$ cat src/rtl/rate_enable_pkg.sv
package rate_enable_pkg;

  // Timeline strobes from the control to the datapath.
  typedef struct packed {
    logic tick12;    // end of a 12 MHz period
    logic tick24;    // end of a period or its midpoint
    logic tickSlow;  // 1.5 MHz boundary (a period end)
  } paceStrobes_t;

  typedef enum logic [1:0] {
    ADJ_NONE = 2'd0,
    ADJ_ADV  = 2'd1,
    ADJ_RET  = 2'd2
  } adjReq_t;

endpackage

$ cat src/rtl/rate_timeline_ctrl.sv
module rate_timeline_ctrl
  import rate_enable_pkg::*;
#(
  parameter int NOM_TICKS = 4,
  parameter int SLOW_DIV  = 8
) (
  input  logic         clk,
  input  logic         rstN,
  input  logic         advReq,
  input  logic         retReq,
  output paceStrobes_t pace
);

  localparam int PH_W = $clog2(NOM_TICKS + 2);
  localparam int SL_W = $clog2(SLOW_DIV);
  localparam int MID  = NOM_TICKS / 2 - 1;

  logic [PH_W-1:0] phase;
  logic [PH_W-1:0] lastPh;
  logic [SL_W-1:0] slowCnt;
  adjReq_t         pend;
  adjReq_t         effReq;
  logic            periodEnd;

  // Newest request wins; advance beats retard in the same cycle.
  always_comb begin
    if (advReq)      effReq = ADJ_ADV;
    else if (retReq) effReq = ADJ_RET;
    else             effReq = pend;
  end

  assign periodEnd = (phase == lastPh);

  always_ff @(posedge clk or negedge rstN) begin
    if (!rstN) begin
      phase   <= '0;
      lastPh  <= PH_W'(NOM_TICKS - 1);
      pend    <= ADJ_NONE;
      slowCnt <= SL_W'(SLOW_DIV - 1);
    end else if (periodEnd) begin
      phase <= '0;
      case (effReq)
        ADJ_ADV: lastPh <= PH_W'(NOM_TICKS - 2);
        ADJ_RET: lastPh <= PH_W'(NOM_TICKS);
        default: lastPh <= PH_W'(NOM_TICKS - 1);
      endcase
      pend    <= ADJ_NONE;
      slowCnt <= (slowCnt == SL_W'(SLOW_DIV - 1)) ? '0 : slowCnt + 1'b1;
    end else begin
      phase <= phase + 1'b1;
      pend  <= effReq;
    end
  end

  always_comb begin
    pace.tick12   = periodEnd;
    pace.tick24   = periodEnd || (phase == PH_W'(MID));
    pace.tickSlow = periodEnd && (slowCnt == SL_W'(SLOW_DIV - 1));
  end

  // Checker: spacing between consecutive period ends.
  logic [PH_W:0] sinceEnd;
  logic          seenEnd;
  always_ff @(posedge clk or negedge rstN) begin
    if (!rstN) begin
      sinceEnd <= '0;
      seenEnd  <= 1'b0;
    end else if (pace.tick12) begin
      sinceEnd <= '0;
      seenEnd  <= 1'b1;
    end else begin
      sinceEnd <= sinceEnd + 1'b1;
    end
  end

  AST_PERIOD_SPAN: assert property (@(posedge clk) disable iff (!rstN)
    (pace.tick12 && seenEnd) |-> (sinceEnd >= (PH_W+1)'(NOM_TICKS - 2) &&
                                  sinceEnd <= (PH_W+1)'(NOM_TICKS)));

  AST_MID_BEFORE_END: assert property (@(posedge clk) disable iff (!rstN)
    (pace.tick24 && !pace.tick12 && seenEnd) |-> (sinceEnd == (PH_W+1)'(MID)));

endmodule

$ cat src/rtl/rate_enable_dp.sv
module rate_enable_dp
  import rate_enable_pkg::*;
#(
  parameter int NOM_TICKS = 4,
  parameter int FIX_DIV   = 48
) (
  input  logic         clk,
  input  logic         rstN,
  input  paceStrobes_t pace,
  input  logic         lowSpeed,
  input  logic         dblClkN,
  output logic         enCpu,
  output logic         enTmr,
  output logic         enSpi,
  output logic         enAdc,
  output logic         enWdt
);

  localparam int FX_W = $clog2(FIX_DIV);
  localparam int GP_W = $clog2(FIX_DIV + 1);

  logic            modeLs;
  logic            modeDblN;
  logic            firstQ;
  logic [FX_W-1:0] fixCnt;
  logic            fixEnd;
  logic            cpuNext;
  logic            tmrNext;

  assign fixEnd = (fixCnt == FX_W'(FIX_DIV - 1));

  // Rate matrix selected by the held mode.
  always_comb begin
    if (!modeDblN) begin
      cpuNext = pace.tick24;
      tmrNext = pace.tick12;
    end else if (!modeLs) begin
      cpuNext = pace.tick12;
      tmrNext = pace.tick12;
    end else begin
      cpuNext = pace.tickSlow;
      tmrNext = pace.tickSlow;
    end
  end

  always_ff @(posedge clk or negedge rstN) begin
    if (!rstN) begin
      modeLs   <= 1'b0;
      modeDblN <= 1'b0;
      firstQ   <= 1'b1;
      fixCnt   <= FX_W'(FIX_DIV - NOM_TICKS);
      enCpu    <= 1'b0;
      enTmr    <= 1'b0;
      enSpi    <= 1'b0;
      enAdc    <= 1'b0;
      enWdt    <= 1'b0;
    end else begin
      firstQ <= 1'b0;
      if (firstQ || pace.tickSlow) begin
        modeLs   <= lowSpeed;
        modeDblN <= dblClkN;
      end
      fixCnt <= fixEnd ? '0 : fixCnt + 1'b1;
      enCpu  <= cpuNext;
      enSpi  <= cpuNext;
      enTmr  <= tmrNext;
      enAdc  <= fixEnd;
      enWdt  <= fixEnd;
    end
  end

  // Checker: spacing of the fixed-rate strobe.
  logic [GP_W-1:0] fixGap;
  logic            seenFix;
  always_ff @(posedge clk or negedge rstN) begin
    if (!rstN) begin
      fixGap  <= '0;
      seenFix <= 1'b0;
    end else if (enAdc) begin
      fixGap  <= '0;
      seenFix <= 1'b1;
    end else begin
      fixGap <= fixGap + 1'b1;
    end
  end

  AST_FIX_GAP: assert property (@(posedge clk) disable iff (!rstN)
    (enAdc && seenFix) |-> (fixGap == GP_W'(FIX_DIV - 1)));

  AST_TMR_WITH_CPU: assert property (@(posedge clk) disable iff (!rstN)
    enTmr |-> enCpu);

  AST_MODE_HOLD: assert property (@(posedge clk) disable iff (!rstN)
    (!firstQ && !pace.tickSlow) |=> $stable({modeLs, modeDblN}));

endmodule

$ cat src/rtl/rate_enable_gen.sv
module rate_enable_gen
  import rate_enable_pkg::*;
#(
  parameter int NOM_TICKS = 4,
  parameter int SLOW_DIV  = 8,
  parameter int FIX_DIV   = 48
) (
  input  logic clk,
  input  logic rstN,
  input  logic lowSpeed,
  input  logic dblClkN,
  input  logic phaseAdv,
  input  logic phaseRet,
  output logic enCpu,
  output logic enTmr,
  output logic enSpi,
  output logic enAdc,
  output logic enWdt
);

  paceStrobes_t pace;

  rate_timeline_ctrl #(
    .NOM_TICKS(NOM_TICKS),
    .SLOW_DIV (SLOW_DIV)
  ) ctrl_i (
    .clk   (clk),
    .rstN  (rstN),
    .advReq(phaseAdv),
    .retReq(phaseRet),
    .pace  (pace)
  );

  rate_enable_dp #(
    .NOM_TICKS(NOM_TICKS),
    .FIX_DIV  (FIX_DIV)
  ) dp_i (
    .clk     (clk),
    .rstN    (rstN),
    .pace    (pace),
    .lowSpeed(lowSpeed),
    .dblClkN (dblClkN),
    .enCpu   (enCpu),
    .enTmr   (enTmr),
    .enSpi   (enSpi),
    .enAdc   (enAdc),
    .enWdt   (enWdt)
  );

endmodule

$ cat config.mk
export PLATFORM = sky130hd
export DESIGN_NAME = rate_enable_gen
export DESIGN_NICKNAME = d
export VERILOG_FILES = /design/src/rtl/rate_enable_pkg.sv /design/src/rtl/rate_timeline_ctrl.sv /design/src/rtl/rate_enable_dp.sv /design/src/rtl/rate_enable_gen.sv
export SDC_FILE = /design/constraint.sdc
export NUM_CORES = 1
export LEC_CHECK = 0
export BUFFER_PORTS_ARGS = -buffer_cell sky130_fd_sc_hd__buf_2
export CORE_MARGIN = 10
export CORE_UTILIZATION = 40
export CTS_CLUSTER_DIAMETER = 200
export DETAILED_ROUTE_END_ITERATION = 7
export HOLD_SLACK_MARGIN = 0.1
export PLACE_DENSITY = 0.63
export RECOVER_POWER = 50
export SKIP_LAST_GASP = 1
export SLEW_MARGIN = 20
export SYNTH_ARGS = -nofsm -noshare
export SYNTH_HDL_FRONTEND = slang
export SYNTH_SLANG_ARGS = --single-unit
$ cat constraint.sdc
create_clock -name clk -period 1.4 [get_ports clk]
set_input_delay 0.21 -clock clk [delete_from_list [all_inputs] [get_ports clk]]
set_output_delay 0.21 -clock clk [all_outputs]
set_load 0.01 [all_outputs]
== After elaboration in Yosys (flattened, before gate mapping) ==
Index checks and enable logic that the tools add are counted.

* Add/subtract/negate cells: 3
* Equality and inequality tests: 6
* Mux-type cells: 10
* Reductions and logical operators: 3

{| class="wikitable"
|+ Operators by type and width
! operator !! count
|-
| adder 3 x 1 -> 3 bit (second input constant) || 2
|-
| adder 6 x 1 -> 6 bit (second input constant) || 1
|-
| equality test 6 bit (second input constant) || 1
|-
| 2-to-1 mux 2 bit || 3
|-
| 2-to-1 mux 3 bit || 2
|-
| 2-to-1 mux 6 bit || 1
|-
| one-hot mux 3 bit (2 select lines) || 1
|-
| equality test 3 x 1 -> 1 bit (second input constant) || 1
|-
| equality test 3 bit || 1
|-
| equality test 3 bit (second input constant) || 1
|-
| 2-to-1 mux 1 bit || 3
|-
| equality test 2 x 1 -> 1 bit (second input constant) || 1
|-
| equality test 2 bit (second input constant) || 1
|-
| logical OR 1 bit || 2
|-
| logical AND 1 bit || 1
|}

* Register bits: 23
* Logic and storage cells: 33

== Logic depth before layout (Yosys ltp) ==
Gate-level depths: netlist (run 1).

* Word-level depth: 4
* Gate-level depth with buffers: 5
* Gate-level depth less buffers: 4

== By module ==
A second synthesis (run 1) with hierarchy kept.

* Cell total of the unflattened synthesis: 85
* Area, all modules: 1063.5 sq um

{| class="wikitable"
|+ Modules (own cells, without submodules)
! module !! instances !! cells each !! area an instance (sq um)
|-
| rate_timeline_ctrl || 1 || 46 || 570.5
|-
| rate_enable_dp || 1 || 39 || 493.0
|}

== Worst setup path before layout (run 1) ==
OpenSTA, ideal clock, no wires.

* Path type: register to register
* Start point: register ctrl_i.lastPh[0]
* End point: register ctrl_i.slowCnt[1]
* Setup time: 0.082 ns
* Arrival: 1.357 ns
* Required time: 1.318 ns
* Slack: -0.039 ns
* Cell stages (with the launch flop): 6
* Cell sequence: dfstp_2 > xnor2_1 > and3_1 > buf_6 > buf_6 > mux2_4

* Word-level cells in the longest chain between the ends: 1

{| class="wikitable"
|+ RTL lines
! element !! line !! source
|-
| from (decl) || rate_timeline_ctrl.sv:19 || <nowiki>logic [PH_W-1:0] lastPh;</nowiki>
|-
| from (signal assigned) || rate_timeline_ctrl.sv:37 || <nowiki>lastPh <= PH_W'(NOM_TICKS - 1);</nowiki>
|-
| from (signal assigned) || rate_timeline_ctrl.sv:43 || <nowiki>ADJ_ADV: lastPh <= PH_W'(NOM_TICKS - 2);</nowiki>
|-
| from (signal assigned) || rate_timeline_ctrl.sv:44 || <nowiki>ADJ_RET: lastPh <= PH_W'(NOM_TICKS);</nowiki>
|-
| equality test 3 bit || rate_timeline_ctrl.sv:32 || <nowiki>assign periodEnd = (phase == lastPh);</nowiki>
|-
| to (signal assigned) || rate_timeline_ctrl.sv:39 || <nowiki>slowCnt <= SL_W'(SLOW_DIV - 1);</nowiki>
|-
| to (signal assigned) || rate_timeline_ctrl.sv:48 || <nowiki>slowCnt <= (slowCnt == SL_W'(SLOW_DIV - 1)) ? '0 : slowCnt + 1'b1;</nowiki>
|-
| to (decl) || rate_timeline_ctrl.sv:20 || <nowiki>logic [SL_W-1:0] slowCnt;</nowiki>
|}

Every way passes these cells.
A chain may end at the register's enable or synchronous reset.

== Final worst setup path (run 1) ==
* Start point: register ctrl_i.lastPh[0]
* End point: register dp_i.modeLs

* Word-level cells in the longest chain between the ends: 3

{| class="wikitable"
|+ RTL lines
! element !! line !! source
|-
| equality test 3 bit || rate_timeline_ctrl.sv:32 ||
|-
| logical AND 1 bit || rate_timeline_ctrl.sv:58 || <nowiki>pace.tickSlow = periodEnd && (slowCnt == SL_W'(SLOW_DIV - 1));</nowiki>
|-
| logical OR 1 bit || rate_enable_dp.sv:59 || <nowiki>if (firstQ || pace.tickSlow) begin</nowiki>
|-
| to (signal assigned) || rate_enable_dp.sv:60 || <nowiki>modeLs <= lowSpeed;</nowiki>
|-
| to (decl) || rate_enable_dp.sv:22 || <nowiki>logic modeLs;</nowiki>
|}

Every way passes these cells.

==> flow_summary.json, run 1 <==
{
  "ir_drop_mv": 0.974,
  "cts_buffers": 3,
  "synth_edf_count": 0,
  "cp_cell_sequence": "xnor2_2, buf_4, a41oi_4, mux2_4",
  "post-dp-hpwl_um": 1300,
  "synth_common_cells": "dfrtp_1, dfstp_2, nor2_1",
  "r2r_start": "ctrl_i.lastPh[0]",
  "reg2reg_to": "dp_i.modeLs",
  "grt_start_max_net_pins": 24,
  "htree_levels": 1,
  "portBuffers": 10,
  "cp-start-kind": "register",
  "hold_viol_final": 0,
  "fin_crit_ns": 1.45,
  "syn_area_per_cell_sq_um": 13.0,
  "setup_viol": 7,
  "drc_errors": 0,
  "hold_depth": 2,
  "synthCells": 79,
  "r2r_slack_ns": -0.05,
  "fin_tns_setup_ns": -0.211,
  "diodes": 0,
  "hp-start": "dblClkN",
  "cp.buffers_inverters": 1,
  "cap_violations": 0,
  "area_delta_synth_final_pct": 26.8,
  "violations": "negative setup slack",
  "die_w_um": 70.7,
  "fin_ws_ns": -0.0510,
  "nets": 117,
  "rsz0062_at_grt": "true",
  "cts_tree": "built",
  "wire_per_inst_um": 12.9,
  "yosysMostFrequentCell": "dfrtp_1",
  "clk_latency_ns": 0.30,
  "initial_core_util_pct": 41.9,
  "die_height_um": 70.7,
  "cp_max_fo": 2,
  "ys_seq_area_share_pct": 57.1,
  "grt_pass1_wl_um": 3060,
  "gp_congestion": 0.741,
  "antenna_found_initial": 0,
  "ys_types": 25,
  "vias": 625,
  "vias_per_cell": 4.70,
  "core_sq_um": 2450,
  "synth_flop_cell": "dfrtp_1",
  "hold_class": "in2reg",
  "dieArea_sq_um": 5000,
  "cts_buffer_depth": 2,
  "syn_area_sq_um": 1030,
  "cts.sinks": 23,
  "yosysTopAreaCell": "dfrtp_1",
  "slew_violations": 0,
  "period_share_pct": 104,
  "skew_ns": 0.00591,
  "cts.reportedPaths.clkPinSlew_ns": 0.12,
  "power_density_nw_per_um2": 1970,
  "overflow": 0,
  "grt_use_total_pct": 7.49,
  "drt-total-wl_um": 1710,
  "ys_top_cells_by_area": "dfrtp_1, dfstp_2, ha_1, mux2_2, xnor2_1",
  "crit_type": "reg2reg",
  "ys_async_sr_fraction_pct": 100,
  "worst_slew_pin_slew_ns": 0.537,
  "max_freq_mhz": 689,
  "p_leak_nw": 0.636,
  "yosysWarnings": 0,
  "cp.required_ns": 1.60,
  "utilization_pct": 53.1,
  "outcome": "finished with violations",
  "ys_seq_elements": 23,
  "rows": 18,
  "drt_iter0_markers": 14,
  "layout-drive-gt1-share_pct": 48.5,
  "slew_headroom_pct": 64.2,
  "slowest_delay_ns": 0.57,
  "drt_pass1_iterations": 3,
  "ioPinCount": 11,
  "grt_pass1_vias": 708,
  "critical-path-top-delay-family": "flip-flops",
  "cp-end-kind": "register",
  "holdPathEnd": "dp_i.modeDblN",
  "syn_nets": 92,
  "ff2ff_path_depth": 4,
  "ctsRootBufferMaster": "clkbuf_4",
  "synth_top_area_share_pct": 34.1,
  "critPathArrivalTime_ns": 1.65,
  "drtAntennaViolNets": 0,
  "crit_slowest_cell": "dfstp_2"
}
[metrics by stage]
stage                     hold slack [ns]  setup WS (ns)  power (mW)  instances  instance area [sq um]
after global routing                0.118        -0.0917        2.77        133                   1300
after CTS                           0.123        -0.0599        2.60        133                   1300
after global placement              0.206        -0.0331        2.00        125                   1180
final                               0.137        -0.0510        2.57        133                   1300
after floorplan                   -0.0856        -0.0324        1.68         79                   1050
after detailed placement            0.205        -0.0962        2.04        125                   1180
[repair_timing]
| item | CTS | global route |
|---|---|---|
| pin swaps | 3 | 0 |
| hold buffers | 2 | 0 |
| gates resized for setup | 13 | 1 |
| setup buffers | 2 | 0 |
| hold endpoints to repair | 15 | 0 |
| setup endpoints to repair | 7 | 8 |
[metal layers]
| metal | share of wire [%] | vias up | global-route usage [%] | wire [um] |
|---|---|---|---|---|
| met3 | 4.0 | 2 | 3.63 | 68 |
| li1 | - | 312 | - | - |
| met2 | 54 | 6 | 13.6 | 932 |
| met5 | 0 | - | 0 | 0 |
| met1 | 41 | 305 | 7.45 | 699 |
| met4 | 0.76 | 0 | 1.94 | 13 |
[power breakdown]
group / total, mW / internal (mW) / switching, mW
combinational: 1.27 / 0.774 / 0.495
clock: 0.296 / 0.111 / 0.185
sequential: 1.01 / 0.889 / 0.119
total: 2.57 / 1.77 / 0.800
[cell families (layout without fill, tap and decap cells)]
kind of cell | count (synthesis) | count (layout) | synth area share, %
DFF | 23 | 23 | 57.1
and+or+nand+nor | 19 | 19 | 8.64
xor gates and xnor gates | 6 | 6 | 5.11
adders and majority gates | 7 | 7 | 8.52
muxes | 8 | 8 | 9.49
AOI/OAI and AO/OA | 9 | 9 | 6.45
buffers and inverters | 6 | 30 | 4.38
other | 1 | 1 | 0.365
[state kept, by name (all words and copies together), names as in the netlist, 2 cells and up]
signal / flops
ctrl_i.lastPh: 3
ctrl_i.pend: 2
ctrl_i.phase: 3
ctrl_i.slowCnt: 3
dp_i.fixCnt: 6
[final cells by class]
type	count	area, sq um
clock buffers	4	26.3
multi-input cells	50	474
repair buffers	24	171
fillers	216	1150
flip-flops and latches	23	587
inverters	2	7.51
well taps	30	37.5
[cells in the final DEF, fill, tap and decap left out, types with 2 or more instances in the layout]
cell / n
buf_4: 9
mux2_4: 7
a21oi_1: 2
dfstp_2: 9
nor3b_1: 2
buf_2: 9
nor2_1: 9
xnor2_1: 2
ha_1: 5
dlygate4sd3_1: 2
inv_1: 2
nand2_1: 2
xnor2_2: 2
a21o_1: 2
xor2_1: 2
clkbuf_4: 3
nand3_1: 2
buf_6: 3
dfrtp_1: 14
[worst reg2reg max path, cell delays in order, from the launching register on]
cell,delay [ns]
dfstp_2,0.57
xnor2_2,0.07
buf_4,0.15
a41oi_4,0.23
mux2_4,0.32
[how the worst max path moves through the flow]
stage	startpoint	to	slack, ns	cells after the start
2_1_floorplan	ctrl_i.lastPh[1]	ctrl_i.slowCnt[1]	-0.03	5
3_3_place_gp	ctrl_i.slowCnt[0]	dp_i.modeDblN	-0.03	4
3_5_place_dp	ctrl_i.lastPh[1]	ctrl_i.lastPh[0]	-0.1	4
6_report	ctrl_i.lastPh[0]	dp_i.modeLs	-0.05	4
4_1_cts	ctrl_i.lastPh[0]	dp_i.modeLs	-0.06	4
5_1_grt	ctrl_i.lastPh[0]	dp_i.modeDblN	-0.09	4
(Power assumes the default switching activity.)
==> inputs of run 2 (changes only) <==
--- a/config.mk
+++ b/config.mk
@@ -11,6 +11,7 @@
 export CTS_CLUSTER_DIAMETER = 200
 export DETAILED_ROUTE_END_ITERATION = 7
 export HOLD_SLACK_MARGIN = 0.1
+export MAX_ROUTING_LAYER = met4
 export PLACE_DENSITY = 0.63
 export RECOVER_POWER = 50
 export SKIP_LAST_GASP = 1
==> run 2 against run 1 <==
Effect of this change:
- the run still ends with negative setup slack left
- first-iteration DRC count fell by 29%
- sequential share of layout area did not move
- fmax barely moved
- non-clock buffer count did not move
- setup slack improved by 0.00070 ns
- via count did not move
- flip-flop and latch count did not move
- register-to-register slack barely moved
- utilization did not move
- final cell count did not move
- largest power group unchanged
==> flow_summary.json, run 2 (synthesis gave the netlist of run 1 again) <==
{
  "r2r_start": "ctrl_i.lastPh[0]",
  "slew_headroom_pct": 64.2,
  "post-place-cells": 125,
  "ff2ff_path_depth": 4,
  "overflow": 0,
  "slowest_delay_ns": 0.57,
  "skew_ns": 0.00555,
  "p_seq_share_pct": 39.2,
  "drt_pass1_iterations": 3,
  "hold_class": "in2reg",
  "ioPinCount": 11,
  "core_sq_um": 2450,
  "fin_ws_ns": -0.0503,
  "outcome": "finished with violations",
  "htree_levels": 1,
  "clk_latency_ns": 0.30,
  "post_dp_cell_area_sq_um": 1180,
  "grt_start_max_net_pins": 24,
  "post-dp-hpwl_um": 1300,
  "cp-endpoint": "dp_i.modeLs",
  "fin_crit_ns": 1.45,
  "vias_per_cell": 4.70,
  "r2r_slack_ns": -0.05,
  "power_frac_comb_pct": 49.3,
  "layout-drive-gt1-share_pct": 48.5,
  "p_int_mw": 1.77,
  "fin_cells": 133,
  "grt_use_total_pct": 7.70,
  "portBuffers": 10,
  "die_w_um": 70.7,
  "vias": 625,
  "critPathArrivalTime_ns": 1.65,
  "rows": 18,
  "cp.required_ns": 1.60,
  "final_area_sq_um": 1300,
  "die_height_um": 70.7,
  "rsz0062_at_grt": "true",
  "wire_per_inst_um": 12.8,
  "ir_drop_mv": 0.971,
  "drc_errors": 0,
  "crit_slowest_cell": "dfstp_2",
  "hold_viol_final": 0,
  "cts.reportedPaths.clkPinSlew_ns": 0.12,
  "p_total_mw": 2.57,
  "diodes": 0,
  "swShare_pct": 30.9,
  "whs_ns": 0.138,
  "final_common_cell": "dfrtp_1",
  "fill_cells": 216,
  "cp-end-kind": "register",
  "power_density_nw_per_um2": 1970,
  "cts_buffers": 3,
  "clkPwrFrac_pct": 11.5,
  "critical-path-top-delay-family": "flip-flops",
  "gp_congestion": 0.751,
  "grt_pass1_wl_um": 3070,
  "p_leak_nw": 0.636,
  "cp.depth": 4,
  "nets": 117,
  "violations": "negative setup slack",
  "crit_start": "ctrl_i.lastPh[0]",
  "drtAntennaViolNets": 0,
  "cts_buffer_depth": 2,
  "seq_area_sq_um": 587,
  "area_delta_synth_final_pct": 26.8,
  "switchingPower_uw": 795,
  "grt_pass1_vias": 709,
  "dieArea_sq_um": 5000,
  "ctsRootBufferMaster": "clkbuf_4",
  "reg2reg_to": "dp_i.modeLs",
  "largest_reg_flops": 6,
  "cp_max_fo": 2,
  "period_share_pct": 104,
  "worst_slew_pin_slew_ns": 0.537,
  "cp-start-kind": "register",
  "antenna_found_initial": 0,
  "cap_violations": 0,
  "top_register": "dp_i.fixCnt",
  "drt_iter0_markers": 10,
  "multi_input_area_sq_um": 474,
  "max_freq_mhz": 690,
  "drt-total-wl_um": 1710,
  "initial_core_util_pct": 41.9,
  "cts_tree": "built",
  "cts.sinks": 23,
  "crit_type": "reg2reg",
  "pre_cts_slack_ns": -0.0962,
  "cp_cell_sequence": "xnor2_2, buf_4, a41oi_4, mux2_4",
  "setup_viol": 6,
  "cp.buffers_inverters": 1,
  "slew_violations": 0,
  "layout_common_cells": "dfrtp_1, nor2_1, dfstp_2, buf_2, buf_4"
}
==> run 2: cell counts in the layout (fill, tap and decap cells not counted) <==
No cell type changed its count.
==> run 2: what timing repair did <==
| action | in CTS | in global routing |
|---|---|---|
| resized for setup | 13 | 1 |
| pin swaps | 3 | 0 |
| endpoints found under the hold margin | 15 | 0 |
| hold buffers | 2 | 0 |
| buffers inserted | 2 | 0 |
| setup endpoints to repair | 7 | 8 |
==> run 2: metrics by stage <==
step,TNS [ns],utilization (%)
after floorplan,-0.0648,-
after detailed placement,-0.484,47.9
after global routing,-0.488,53.1
after CTS,-0.278,52.9
final,-0.204,53.1
after global placement,-0.118,47.9
==> run 2: how the worst min path moves through the flow <==
stage / endpoint / from / cells past startpoint / slack (ns)
after global placement: ctrl_i.pend[0] / rstN / 1 / 0.21
final: dp_i.modeDblN / dblClkN / 2 / 0.14
after global routing: dp_i.modeDblN / dblClkN / 2 / 0.12
after floorplan: ctrl_i.lastPh[2] / rstN / 0 / -0.09
after CTS: dp_i.modeDblN / dblClkN / 2 / 0.12
after detailed placement: ctrl_i.pend[0] / rstN / 1 / 0.20
==> run 2: worst register-to-register path, stage by stage, from the launching register on <==
cell and delay [ns]:
dfstp_2 0.57, xnor2_2 0.07, buf_4 0.15, a41oi_4 0.23
mux2_4 0.32
==> run 2: cell type report <==
class,instances,share of cell area [%]
clock buffers,4,2.02
inverters,2,0.576
multi-input cells,50,36.4
flip-flops and latches,23,45.0
well taps,30,2.88
repair buffers,24,13.1
==> run 2: metal layers <==
layer  vias up  part of all wire [%]  track usage [%]
li1        312                     -                -
met1       305                    41             7.45
met2         6                    55             13.6
met3         2                   4.0             3.63
met4         0                  0.76             1.94
met5         -                     0                -
==> run 2: power by group through the flow <==
| stage | clock network (mW) | registers, mW | logic, mW |
|---|---|---|---|
| after floorplan | 0 | 1.01 | 0.663 |
| after global placement | 0 | 1.01 | 0.996 |
| after detailed placement | 0 | 1.01 | 1.02 |
| after CTS | 0.314 | 1.01 | 1.27 |
| after global routing | 0.343 | 1.03 | 1.39 |
| final | 0.295 | 1.01 | 1.27 |
